`src/rtl/excl_mon_pkg.sv`:
```
package excl_mon_pkg;

    typedef enum logic [1:0] {
        SNP_INVAL = 2'b01,
        SNP_WRITE = 2'b10
    } snp_kind_e;

    typedef enum logic {
        LK_OPEN = 1'b0,
        LK_HELD = 1'b1
    } lock_state_e;

    typedef enum logic {
        EV_EMPTY  = 1'b0,
        EV_POSTED = 1'b1
    } event_state_e;

endpackage

```
`src/rtl/excl_granule_cmp.sv`:
```
module excl_granule_cmp #(
    parameter int AW        = 32,
    parameter int BLK_BYTES = 64
) (
    input  logic [AW-1:0] addr_a,
    input  logic [AW-1:0] addr_b,
    output logic          same_blk
);
    localparam logic [AW-1:0] OFS_BITS = AW'(BLK_BYTES - 1);
    localparam logic [AW-1:0] BLK_MASK = ~OFS_BITS;

    // Both operands are masked; neither side is assumed aligned.
    always_comb begin
        same_blk = ((addr_a & BLK_MASK) == (addr_b & BLK_MASK));
    end
endmodule

```
`src/rtl/excl_resv_fsm.sv`:
```
module excl_resv_fsm
    import excl_mon_pkg::*;
#(
    parameter int AW = 32
) (
    input  logic          clk,
    input  logic          rst_n,
    input  logic          arm,
    input  logic [AW-1:0] arm_addr,
    input  logic          drop,
    output logic          held,
    output logic [AW-1:0] lock_addr
);
    lock_state_e state_q, state_d;
    logic [AW-1:0] addr_q;

    // state register
    always_ff @(posedge clk) begin
        if (!rst_n) begin
            state_q <= LK_OPEN;
            addr_q  <= '0;
        end else begin
            state_q <= state_d;
            if (arm) addr_q <= arm_addr;
        end
    end

    // transitions: DROP has priority over ARM
    always_comb begin
        state_d = state_q;
        unique case (state_q)
            LK_OPEN: if (!drop && arm) state_d = LK_HELD;
            LK_HELD: if (drop)         state_d = LK_OPEN;
            default:                   state_d = LK_OPEN;
        endcase
    end

    // outputs
    always_comb begin
        held      = (state_q == LK_HELD);
        lock_addr = addr_q;
    end

    p_drop_wins_r10: assert property (@(posedge clk) disable iff (!rst_n)
        drop |=> !held);
    p_arm_r2: assert property (@(posedge clk) disable iff (!rst_n)
        (arm && !drop) |=> held);
    p_hold_r3: assert property (@(posedge clk) disable iff (!rst_n)
        (!arm && !drop) |=> $stable(held));
endmodule

```
`src/rtl/excl_event_box.sv`:
```
module excl_event_box
    import excl_mon_pkg::*;
(
    input  logic clk,
    input  logic rst_n,
    input  logic post_evt,
    input  logic post_wake,
    input  logic consume,
    output logic event_flag,
    output logic wake_pulse
);
    event_state_e ev_q, ev_d;
    logic wake_q;

    // state register
    always_ff @(posedge clk) begin
        if (!rst_n) begin
            ev_q   <= EV_EMPTY;
            wake_q <= 1'b0;
        end else begin
            ev_q   <= ev_d;
            wake_q <= post_wake;
        end
    end

    // transitions: POST beats CONSUME
    always_comb begin
        ev_d = ev_q;
        unique case (ev_q)
            EV_EMPTY:  if (post_evt)              ev_d = EV_POSTED;
            EV_POSTED: if (consume && !post_evt)  ev_d = EV_EMPTY;
            default:                              ev_d = EV_EMPTY;
        endcase
    end

    // outputs
    always_comb begin
        event_flag = (ev_q == EV_POSTED);
        wake_pulse = wake_q;
    end

    p_post_sticks_r11: assert property (@(posedge clk) disable iff (!rst_n)
        post_evt |=> event_flag);
    p_consume_r11: assert property (@(posedge clk) disable iff (!rst_n)
        (consume && !post_evt) |=> !event_flag);
endmodule

```
`src/rtl/excl_monitor.sv`:
```
module excl_monitor
    import excl_mon_pkg::*;
#(
    parameter int AW        = 32,
    parameter int BLK_BYTES = 64
) (
    input  logic          clk,
    input  logic          rst_n,
    input  logic          ldx_valid,
    input  logic [AW-1:0] ldx_addr,
    input  logic          stx_valid,
    input  logic [AW-1:0] stx_addr,
    input  logic          stx_swap,
    input  logic          snp_valid,
    input  logic [1:0]    snp_kind,
    input  logic [AW-1:0] snp_addr,
    input  logic          snp_hit_local,
    input  logic          clrex,
    input  logic          wfe_consume,
    output logic          stx_pass,
    output logic          stx_fwd,
    output logic          event_flag,
    output logic          wake_pulse
);
    logic          lock_held;
    logic [AW-1:0] lock_addr;
    logic          snp_same, stx_same;
    logic          snp_match, stx_excl, stx_ok;
    logic          drop, post_evt, post_wake;

    excl_granule_cmp #(.AW(AW), .BLK_BYTES(BLK_BYTES)) u_snp_cmp (
        .addr_a(lock_addr), .addr_b(snp_addr), .same_blk(snp_same));

    excl_granule_cmp #(.AW(AW), .BLK_BYTES(BLK_BYTES)) u_stx_cmp (
        .addr_a(lock_addr), .addr_b(stx_addr), .same_blk(stx_same));

    always_comb begin
        snp_match = snp_valid && lock_held && snp_same;
        stx_excl  = stx_valid && !stx_swap;
        stx_ok    = stx_excl && lock_held && stx_same;
        stx_pass  = (stx_valid && stx_swap) || stx_ok;
        stx_fwd   = stx_pass;
        drop      = snp_match || snp_hit_local || clrex || stx_excl;
        post_evt  = snp_match || snp_hit_local || clrex;
        post_wake = snp_match || clrex;
    end

    excl_resv_fsm #(.AW(AW)) u_resv (
        .clk(clk), .rst_n(rst_n),
        .arm(ldx_valid), .arm_addr(ldx_addr), .drop(drop),
        .held(lock_held), .lock_addr(lock_addr));

    excl_event_box u_evt (
        .clk(clk), .rst_n(rst_n),
        .post_evt(post_evt), .post_wake(post_wake), .consume(wfe_consume),
        .event_flag(event_flag), .wake_pulse(wake_pulse));

    p_snp_kind_r12: assert property (@(posedge clk) disable iff (!rst_n)
        snp_valid |-> (snp_kind == SNP_INVAL || snp_kind == SNP_WRITE));
    p_unarmed_snoop_r3: assert property (@(posedge clk) disable iff (!rst_n)
        (snp_valid && !lock_held && !clrex) |=> !wake_pulse);
    p_local_no_wake_r5: assert property (@(posedge clk) disable iff (!rst_n)
        (snp_hit_local && !snp_match && !clrex) |=> (!wake_pulse && event_flag && !lock_held));
    p_clrex_r6: assert property (@(posedge clk) disable iff (!rst_n)
        clrex |=> (wake_pulse && event_flag && !lock_held));
    p_snoop_hit_r4: assert property (@(posedge clk) disable iff (!rst_n)
        snp_match |=> (wake_pulse && event_flag && !lock_held));
    p_swap_r7: assert property (@(posedge clk) disable iff (!rst_n)
        (stx_valid && stx_swap) |-> (stx_pass && stx_fwd));
    p_fail_open_r8: assert property (@(posedge clk) disable iff (!rst_n)
        (stx_valid && !stx_swap && !lock_held) |-> (!stx_pass && !stx_fwd));
    p_pass_clears_r9: assert property (@(posedge clk) disable iff (!rst_n)
        (stx_valid && !stx_swap && stx_fwd) |=> !lock_held);
    p_idle_r13: assert property (@(posedge clk) disable iff (!rst_n)
        !stx_valid |-> (!stx_pass && !stx_fwd));
endmodule

```
`config.mk`:
```
export PLATFORM = sky130hd
export DESIGN_NAME = excl_monitor
export DESIGN_NICKNAME = d
export VERILOG_FILES = /design/src/rtl/excl_mon_pkg.sv /design/src/rtl/excl_granule_cmp.sv /design/src/rtl/excl_resv_fsm.sv /design/src/rtl/excl_event_box.sv /design/src/rtl/excl_monitor.sv
export SDC_FILE = /design/constraint.sdc
export NUM_CORES = 1
export LEC_CHECK = 0
export CAP_MARGIN = 40
export CORE_MARGIN = 4
export CORE_UTILIZATION = 33
export CTS_BUF_LIST = sky130_fd_sc_hd__clkbuf_8
export DETAILED_ROUTE_END_ITERATION = 7
export PLACE_DENSITY = 0.78
export SETUP_SLACK_MARGIN = 0.02
export SYNTH_ARGS = -nofsm -noshare
export SYNTH_HDL_FRONTEND = slang
export SYNTH_SLANG_ARGS = --single-unit
```
`constraint.sdc`:
```
create_clock -name clk -period 1.5 [get_ports clk]
set_input_delay 0.3 -clock clk [delete_from_list [all_inputs] [get_ports clk]]
set_output_delay 0.3 -clock clk [all_outputs]
set_load 0.05 [all_outputs]
```
==> Word level (Yosys, flattened, before mapping) <==
Cells that the tools add are included.
{ "op_classes": {"reduce_logical": 16, "eq_ne": 2, "bitwise": 2, "mux": 6} }
{ "ops": {"columns": ["op", "count"], "rows": [
  ["$eq 26x26->1", 2],
  ["$logic_and 1x1->1", 8],
  ["$logic_or 1x1->1", 5],
  ["$mux 1", 4],
  ["$pmux 1 s2", 2],
  ["$logic_not 1->1", 3],
  ["$not 1->1", 2]
]} }
{ "word_totals": {"regBits": 35, "elab_cells": 30, "output_inout_bits": 4, "in_bits": 107} }

==> Logic depth before layout (Yosys ltp) <==
Gate-level depths: netlist of the first run.
{ "depth": {"word_depth": 9, "mapped_depth": 6, "ltp_nobuf": 5} }

==> By module <==
From an unflattened synthesis of the first run, not the netlist that was laid out.
{ "hier_totals": {"hier_cells": 190, "area_unflattened_um2": 1971.9} }
{ "by_module_without_submodules": {"columns": ["module", "seq_area_each_um2", "area_each_um2", "n_inst", "cells_per_inst"], "rows": [
  ["excl_resv_fsm", 660.6, 1280.0, 1, 106],
  ["excl_granule_cmp", 0.0, 287.8, 2, 35],
  ["excl_event_box", 40.0, 67.6, 1, 5],
  ["excl_monitor", 0.0, 48.8, 1, 9]
]} }

==> Least setup slack after synthesis of the first run <==
No wires, ideal clock.
{ "synth_timing": {"path_type": "register to output", "startpoint": "register u_resv.addr_q[24] (netlist: u_resv.lock_addr[24])", "endpoint": "output stx_pass", "path_slack_ns": -1.200, "stages_incl_launch_ff": 7, "arrival_time_ns": 2.400, "n_path_buf": 1, "t_required_ns": 1.200, "cell_sequence": "dfxtp_1 > xnor2_1 > nand3_1 > nor4_1 > nand4_1 > o21ai_0 > buf_4"} }
{ "synth_between": {"elab_chain_len": 3} }
{ "synth_lines": {"columns": ["item", "line", "source"], "rows": [
  ["start: declaration", "excl_resv_fsm.sv:15", "logic [AW-1:0] addr_q;"],
  ["start signal: assignment", "excl_resv_fsm.sv:24", "if (arm) addr_q <= arm_addr;"],
  ["$eq 26x26->1", "excl_granule_cmp.sv:14", "same_blk = ((addr_a & BLK_MASK) == (addr_b & BLK_MASK));"],
  ["$logic_and 1x1->1", "excl_monitor.sv:40", "stx_ok = stx_excl && lock_held && stx_same;"],
  ["$logic_or 1x1->1", "excl_monitor.sv:41", "stx_pass = (stx_valid && stx_swap) || stx_ok;"],
  ["end: declaration", "excl_monitor.sv:20", "output logic stx_pass,"]
]} }
No other way between the ends.

==> Worst setup path in the final report of the first run <==
{ "layout_timing": {"startpoint": "register u_resv.addr_q[18] (netlist: u_resv.lock_addr[18])", "endpoint": "output stx_fwd"} }
{ "layout_between": {"elab_chain_len": 3} }
{ "layout_lines": {"columns": ["item", "line", "source"], "rows": [
  ["$eq 26x26->1", "excl_granule_cmp.sv:14", null],
  ["$logic_and 1x1->1", "excl_monitor.sv:40", null],
  ["$logic_or 1x1->1", "excl_monitor.sv:41", null],
  ["end: declaration", "excl_monitor.sv:21", "output logic stx_fwd,"]
]} }
No other way between the ends.

==> impl_metrics.json, run 1 <==
{
  "clock_path_buffers": 2,
  "synth_mux_area_share_pct": 15.6,
  "slew_violations": 0,
  "power_mw": 2.07,
  "power_density_nw_per_um2": 686,
  "violations": "setup timing",
  "clkLatencyLatePin_ps": 280,
  "cts_root_buf": "clkbuf_8",
  "yosys.area_share.simple_pct": 17.9,
  "viasPerCell": 4.55,
  "holdCritPathClass": "flip-flop to flip-flop",
  "die_x_um": 79.1,
  "netlist_instances": 167,
  "path_cells": "xor2_2, nor4_2, buf_4, nand4_1, o21ai_4, buf_12",
  "antenna_found_initial": 0,
  "layout_min_cycle_time_ps": 2090,
  "yosysTopAreaCell": "dfxtp_1",
  "ios": 111,
  "postSynthAreaPerCell_um2": 9.98,
  "dpl_cell_area_um2": 2860,
  "hold_path_depth": 2,
  "grt_max_degree": 28,
  "grt_pass1_wl_um": 7760,
  "hold_viol": 0,
  "die_area_um2": 6250,
  "cts_sinks": 29,
  "synth_top_family_by_area": "XOR/XNOR gates",
  "wl_per_cell_um": 14.9,
  "vdd_drop_max_uv": 522,
  "synthXorXnorAreaFrac_pct": 27.3,
  "cp_num_buf_inv": 2,
  "path_max_fanout": 2,
  "drt_iter0_drc": 37,
  "syn-num-nets": 274,
  "ys_types": 18,
  "synth_area_leaders": "dfxtp_1, xor2_1, mux2i_1",
  "dr.pass1.iters": 2,
  "r2r_slack_ps": -130,
  "antenna_cells": 0,
  "ant_nets": 0,
  "r2r_end": "u_evt.wake_pulse$_SDFF_PN0_",
  "ys_seq_elements": 29,
  "critPathMaxStageDelay_ps": 330,
  "synth.top_cell.area_share_pct": 34.8,
  "drc_errors": 0,
  "drv_cap": 0,
  "cts_tree": "built",
  "hpwl_um": 4140,
  "start_util_pct": 34.6,
  "place_congestion": 0.750,
  "cpLargestDelayFamily": "simple AND/OR/NAND/NOR gates",
  "vias": 1592,
  "io_buffers": 90,
  "grt_pass1_vias": 1658,
  "rows": 25,
  "fin_crit_sh_pct": 139,
  "timing.final.ws_setup_ps": -590,
  "fillerInstances": 456,
  "drive_gt1_share_pct": 19.8,
  "fmax_ghz": 0.478,
  "design_area_um2": 3020,
  "yosysWarningCount": 0,
  "pre_cts_slack_ps": -751,
  "cp.required_ps": 1200,
  "cts_max_level": 2,
  "min-delay-start": "u_resv.lock_addr[27]$_SDFFE_PN0P_",
  "nNetsFinal": 389,
  "r2r_start": "u_resv.lock_addr[7]$_SDFFE_PN0P_",
  "track_usage_pct": 16.4,
  "tightestPinTransition_ps": 310,
  "path_clk_slew_ps": 60,
  "reg2reg_depth": 7,
  "yosysSeqAreaShare_pct": 34.8,
  "outcome": "finished with violations",
  "p_leak_nw": 1.30,
  "arrival_ps": 1790,
  "worstHoldEndpoint": "u_resv.lock_addr[27]$_SDFFE_PN0P_",
  "slowest_stage": "dfxtp_2",
  "numCtsBuffers": 5,
  "areaGrowthSynthToFinish_pct": 80.9,
  "skew_ps": 4.27,
  "rsz0062_at_grt": "yes",
  "setup_viol": 5,
  "end_kind": "primary output",
  "worst-setup-path-type": "flip-flop to primary output",
  "grt_overflow": 0,
  "die_y_um": 79.1,
  "core-area_um2": 4820,
  "synth_adder_area_share_pct": 0,
  "max_slew_margin_pct": 79.2,
  "synth_area_um2": 1670,
  "routed_wl_um": 5220,
  "crit_path_start_kind": "flip-flop",
  "synth-compound-area-share_pct": 2.03
}
==> registers in the layout, summed over array words and instances, names as in the netlist <==
register and flops:
u_evt.wake_pulse 1, u_evt.event_flag 1, u_resv.lock_addr 26, u_resv.held 1
==> layout by cell type (no fill, tap or decap), drive strengths merged <==
| cell type | netlist | layout |
|---|---|---|
| nand2 | 2 | 2 |
| dlygate4sd2 | 0 | 11 |
| o21ai | 1 | 1 |
| buf | 4 | 30 |
| xnor2 | 19 | 19 |
| nor4 | 11 | 11 |
| nand3 | 2 | 2 |
| nor2b | 27 | 27 |
| clkdlybuf4s50 | 0 | 72 |
| mux2i | 26 | 26 |
| dlymetal6s2s | 0 | 2 |
| o221ai | 1 | 1 |
| o41a | 1 | 1 |
| inv | 1 | 4 |
| clkbuf | 3 | 5 |
| o21a | 1 | 1 |
| dfxtp | 29 | 29 |
| xor2 | 33 | 33 |
| nand4 | 6 | 6 |
==> metrics by stage <==
stage	cells	hold WS, ps	util [%]	setup TNS, ps
after detailed placement	341	534	59.4	-3390
final	350	546	62.6	-1610
after global placement	341	525	59.4	-3330
after floorplan	167	378	-	-380
after global routing	350	572	62.6	-2110
after CTS	350	546	62.0	-1590
==> logic make-up after synthesis <==
kind of cell | after synthesis
AOI/OAI and AO/OA | 4
xor gates and xnor gates | 52
buffers and inverters | 8
DFF | 29
muxes | 26
and+or+nand+nor | 48
==> power by group <==
part	switching [mW]	leakage (nW)	internal, mW
registers	0.0397	0.242	0.819
logic	0.227	1.00	0.394
clock network	0.280	0.0519	0.308
==> synthesized netlist by cell type <==
master / count
xor2_1: 33
dfxtp_1: 29
nor2b_1: 27
mux2i_1: 26
xnor2_1: 19
nor4_1: 10
nand4_1: 6
buf_2: 3
clkbuf_1: 3
nand2_1: 2
nand3_1: 2
buf_4: 1
inv_1: 1
nor4_2: 1
o21a_1: 1
o21ai_0: 1
o221ai_1: 1
o41a_2: 1
==> metal layers <==
layer / up-vias / GRT usage [%] / share of wire (%)
met4: 0 / 5.67 / 1.3
met1: 733 / 18.3 / 40
met3: 8 / 5.67 / 6.8
met2: 54 / 29.0 / 52
met5: - / 0 / 0
li1: 797 / - / -
==> worst max-delay path by stage <==
stage          cells past startpoint                               from  slack [ps]       end
6_report                           6  u_resv.lock_addr[18]$_SDFFE_PN0P_        -590   stx_fwd
2_1_floorplan                      6  u_resv.lock_addr[24]$_SDFFE_PN0P_        -300  stx_pass
5_1_grt                            6  u_resv.lock_addr[18]$_SDFFE_PN0P_        -690   stx_fwd
3_3_place_gp                       7                       stx_addr[18]        -740   stx_fwd
3_5_place_dp                       7                       stx_addr[31]        -750   stx_fwd
4_1_cts                            6   u_resv.lock_addr[6]$_SDFFE_PN0P_        -610   stx_fwd
==> worst register-to-register path, stage by stage (launching register included) <==
cell	delay, ps
dfxtp_2	330
buf_6	120
xor2_1	160
nor4_2	360
nand4_1	160
nor4_2	160
buf_4	170
o21a_1	120
==> final cells by class <==
type	count	area, µm²	share of cell area, %
timing repair buffer	115	1130	37.5
multi-input combinational	130	1130	37.3
sequential	29	591	19.6
tap	67	83.8	2.78
clock buffer	5	68.8	2.28
clock inverter	3	11.3	0.373
inverter	1	3.75	0.124
==> repair_timing <==
action	in CTS	in global routing
pin swaps	16	7
hold buffers	0	0
endpoints found under the setup margin	5	5
setup buffers	1	0
gates cloned	0	0
resized for setup	21	7
hold endpoints to repair	0	0
Note: power is estimated with default switching activity, not from simulation.
==> run 2, diff against run 1 <==
Settings changed: HOLD_SLACK_MARGIN set to 0.05, TNS_END_PERCENT set to 30.
==> impl_metrics.json, run 2 (synthesis results as in run 1) <==
{
  "drt_iter0_drc": 43,
  "tightestPinTransition_ps": 284,
  "fmax_ghz": 0.478,
  "drv_cap": 0,
  "power_density_nw_per_um2": 702,
  "rows": 25,
  "grt_overflow": 0,
  "drc_errors": 0,
  "hpwl_um": 4320,
  "clkLatencyLatePin_ps": 270,
  "antenna_found_initial": 0,
  "die_area_um2": 6250,
  "dpl_cell_area_um2": 2850,
  "r2r_end": "u_evt.event_flag$_SDFF_PN0_",
  "cts_root_buf": "clkbuf_8",
  "globalRouteMet2Util_pct": 27.9,
  "use_met1_pct": 19.7,
  "io_buffers": 90,
  "reg2reg_depth": 7,
  "grt_pass1_wl_um": 7690,
  "antenna_cells": 0,
  "areaGrowthSynthToFinish_pct": 77.6,
  "end_kind": "primary output",
  "post-place-cells": 342,
  "final_cell_mix": "clkdlybuf4s50_1, xor2_1, nor2b_1",
  "skew_ps": 2.75,
  "grt_pass1_vias": 1612,
  "max_slew_margin_pct": 80.9,
  "start_util_pct": 34.6,
  "cts_sinks": 29,
  "track_usage_pct": 16.4,
  "r2r_slack_ps": -120,
  "tns_ps": -1520,
  "outcome": "finished with violations",
  "die_y_um": 79.1,
  "cts_setup_buffers": 0,
  "use_met3_pct": 4.31,
  "grt-busiest-layer": "met2",
  "fin_util_pct": 61.5,
  "cts_tree": "built",
  "numCtsBuffers": 5,
  "worst-setup-path-type": "flip-flop to primary output",
  "pre_cts_slack_ps": -819,
  "cp.required_ps": 1200,
  "layout_min_cycle_time_ps": 2090,
  "dr.pass1.iters": 4,
  "r2r_start": "u_resv.lock_addr[27]$_SDFFE_PN0P_",
  "design_area_um2": 2960,
  "place_congestion": 0.799,
  "nNetsFinal": 389,
  "cts_max_level": 2,
  "core-area_um2": 4820,
  "hold_viol": 0,
  "crit_path_start_kind": "flip-flop",
  "violations": "setup timing",
  "holdCritPathClass": "flip-flop to flip-flop",
  "rsz0062_at_grt": "yes",
  "clock_path_buffers": 2,
  "drive_gt1_share_pct": 17.7,
  "setup_viol": 5,
  "vdd_drop_max_uv": 361,
  "vias": 1582,
  "routed_wl_um": 5090,
  "path_clk_slew_ps": 60,
  "arrival_ps": 1790,
  "ant_nets": 0,
  "crit_start": "u_resv.lock_addr[18]$_SDFFE_PN0P_",
  "final_common_cell": "clkdlybuf4s50_1",
  "grt_max_degree": 28,
  "hold_buffers": 0,
  "p_leak_nw": 1.30,
  "path_max_fanout": 2,
  "slew_violations": 0,
  "die_x_um": 79.1,
  "viasPerCell": 4.53,
  "fin_crit_sh_pct": 139,
  "crit_path_end": "stx_fwd",
  "layout.cells.non_filler": 349,
  "wl_per_cell_um": 14.6,
  "largest_reg_flops": 26,
  "timing.final.ws_setup_ps": -591,
  "ios": 111
}
[run 2: changes by cell type in the layout (fill, tap and decap cells not counted), sizes merged]
| cell | delta |
|---|---|
| inv | -2 |
| clkdlybuf4s50 | -8 |
| clkbuf | +1 |
| dlygate4sd2 | +6 |
| dlymetal6s2s | +2 |
[run 2: timing repair]
action                                  CTS  global route
endpoints found under the setup margin    5             5
endpoints found under the hold margin     0             0
pin swaps                                10             7
resized for setup                        25             6
[run 2: per-stage QoR]
stage | power, mW | hold slack [ps]
final | 2.08 | 542
after global placement | 1.46 | 548
after floorplan | 1.11 | 378
after CTS | 2.11 | 550
after global routing | 2.18 | 585
after detailed placement | 1.48 | 551
[run 2: power by group]
| part | total (mW) | internal, mW | switching (mW) |
|---|---|---|---|
| combinational | 0.588 | 0.377 | 0.211 |
| clock | 0.629 | 0.356 | 0.273 |
| sequential | 0.859 | 0.819 | 0.0399 |
[run 2: routing by layer]
layer | vias to the layer above | wire [µm]
met3 | 9 | 330
met1 | 720 | 2100
met2 | 50 | 2550
li1 | 803 | -
met4 | 0 | 108
met5 | - | 0
[run 2: area by class of cell]
type	count	area, µm²
fill	450	1860
timing repair buffer	115	1110
multi-input combinational	130	1080
sequential	29	589
tap	67	83.8
clock buffer	6	82.6
clock inverter	1	3.75
inverter	1	3.75
[run 2: worst min-delay path by stage]
stage	from	slack, ps	depth (start not counted)	end
final	u_resv.lock_addr[22]$_SDFFE_PN0P_	540	2	u_resv.lock_addr[22]$_SDFFE_PN0P_
after CTS	u_resv.lock_addr[22]$_SDFFE_PN0P_	550	2	u_resv.lock_addr[22]$_SDFFE_PN0P_
after global placement	u_resv.lock_addr[13]$_SDFFE_PN0P_	550	2	u_resv.lock_addr[13]$_SDFFE_PN0P_
after detailed placement	u_resv.lock_addr[21]$_SDFFE_PN0P_	550	2	u_resv.lock_addr[21]$_SDFFE_PN0P_
after floorplan	clrex	380	1	u_resv.held$_SDFF_PN0_
after global routing	u_resv.lock_addr[22]$_SDFFE_PN0P_	590	2	u_resv.lock_addr[22]$_SDFFE_PN0P_
[run 2: critical path: stages (launching register included)]
cell     delay (ps)
dfxtp_2         330
xor2_1          160
nor4_1          300
buf_4           160
nand4_1         160
o21ai_4         250
buf_12          170
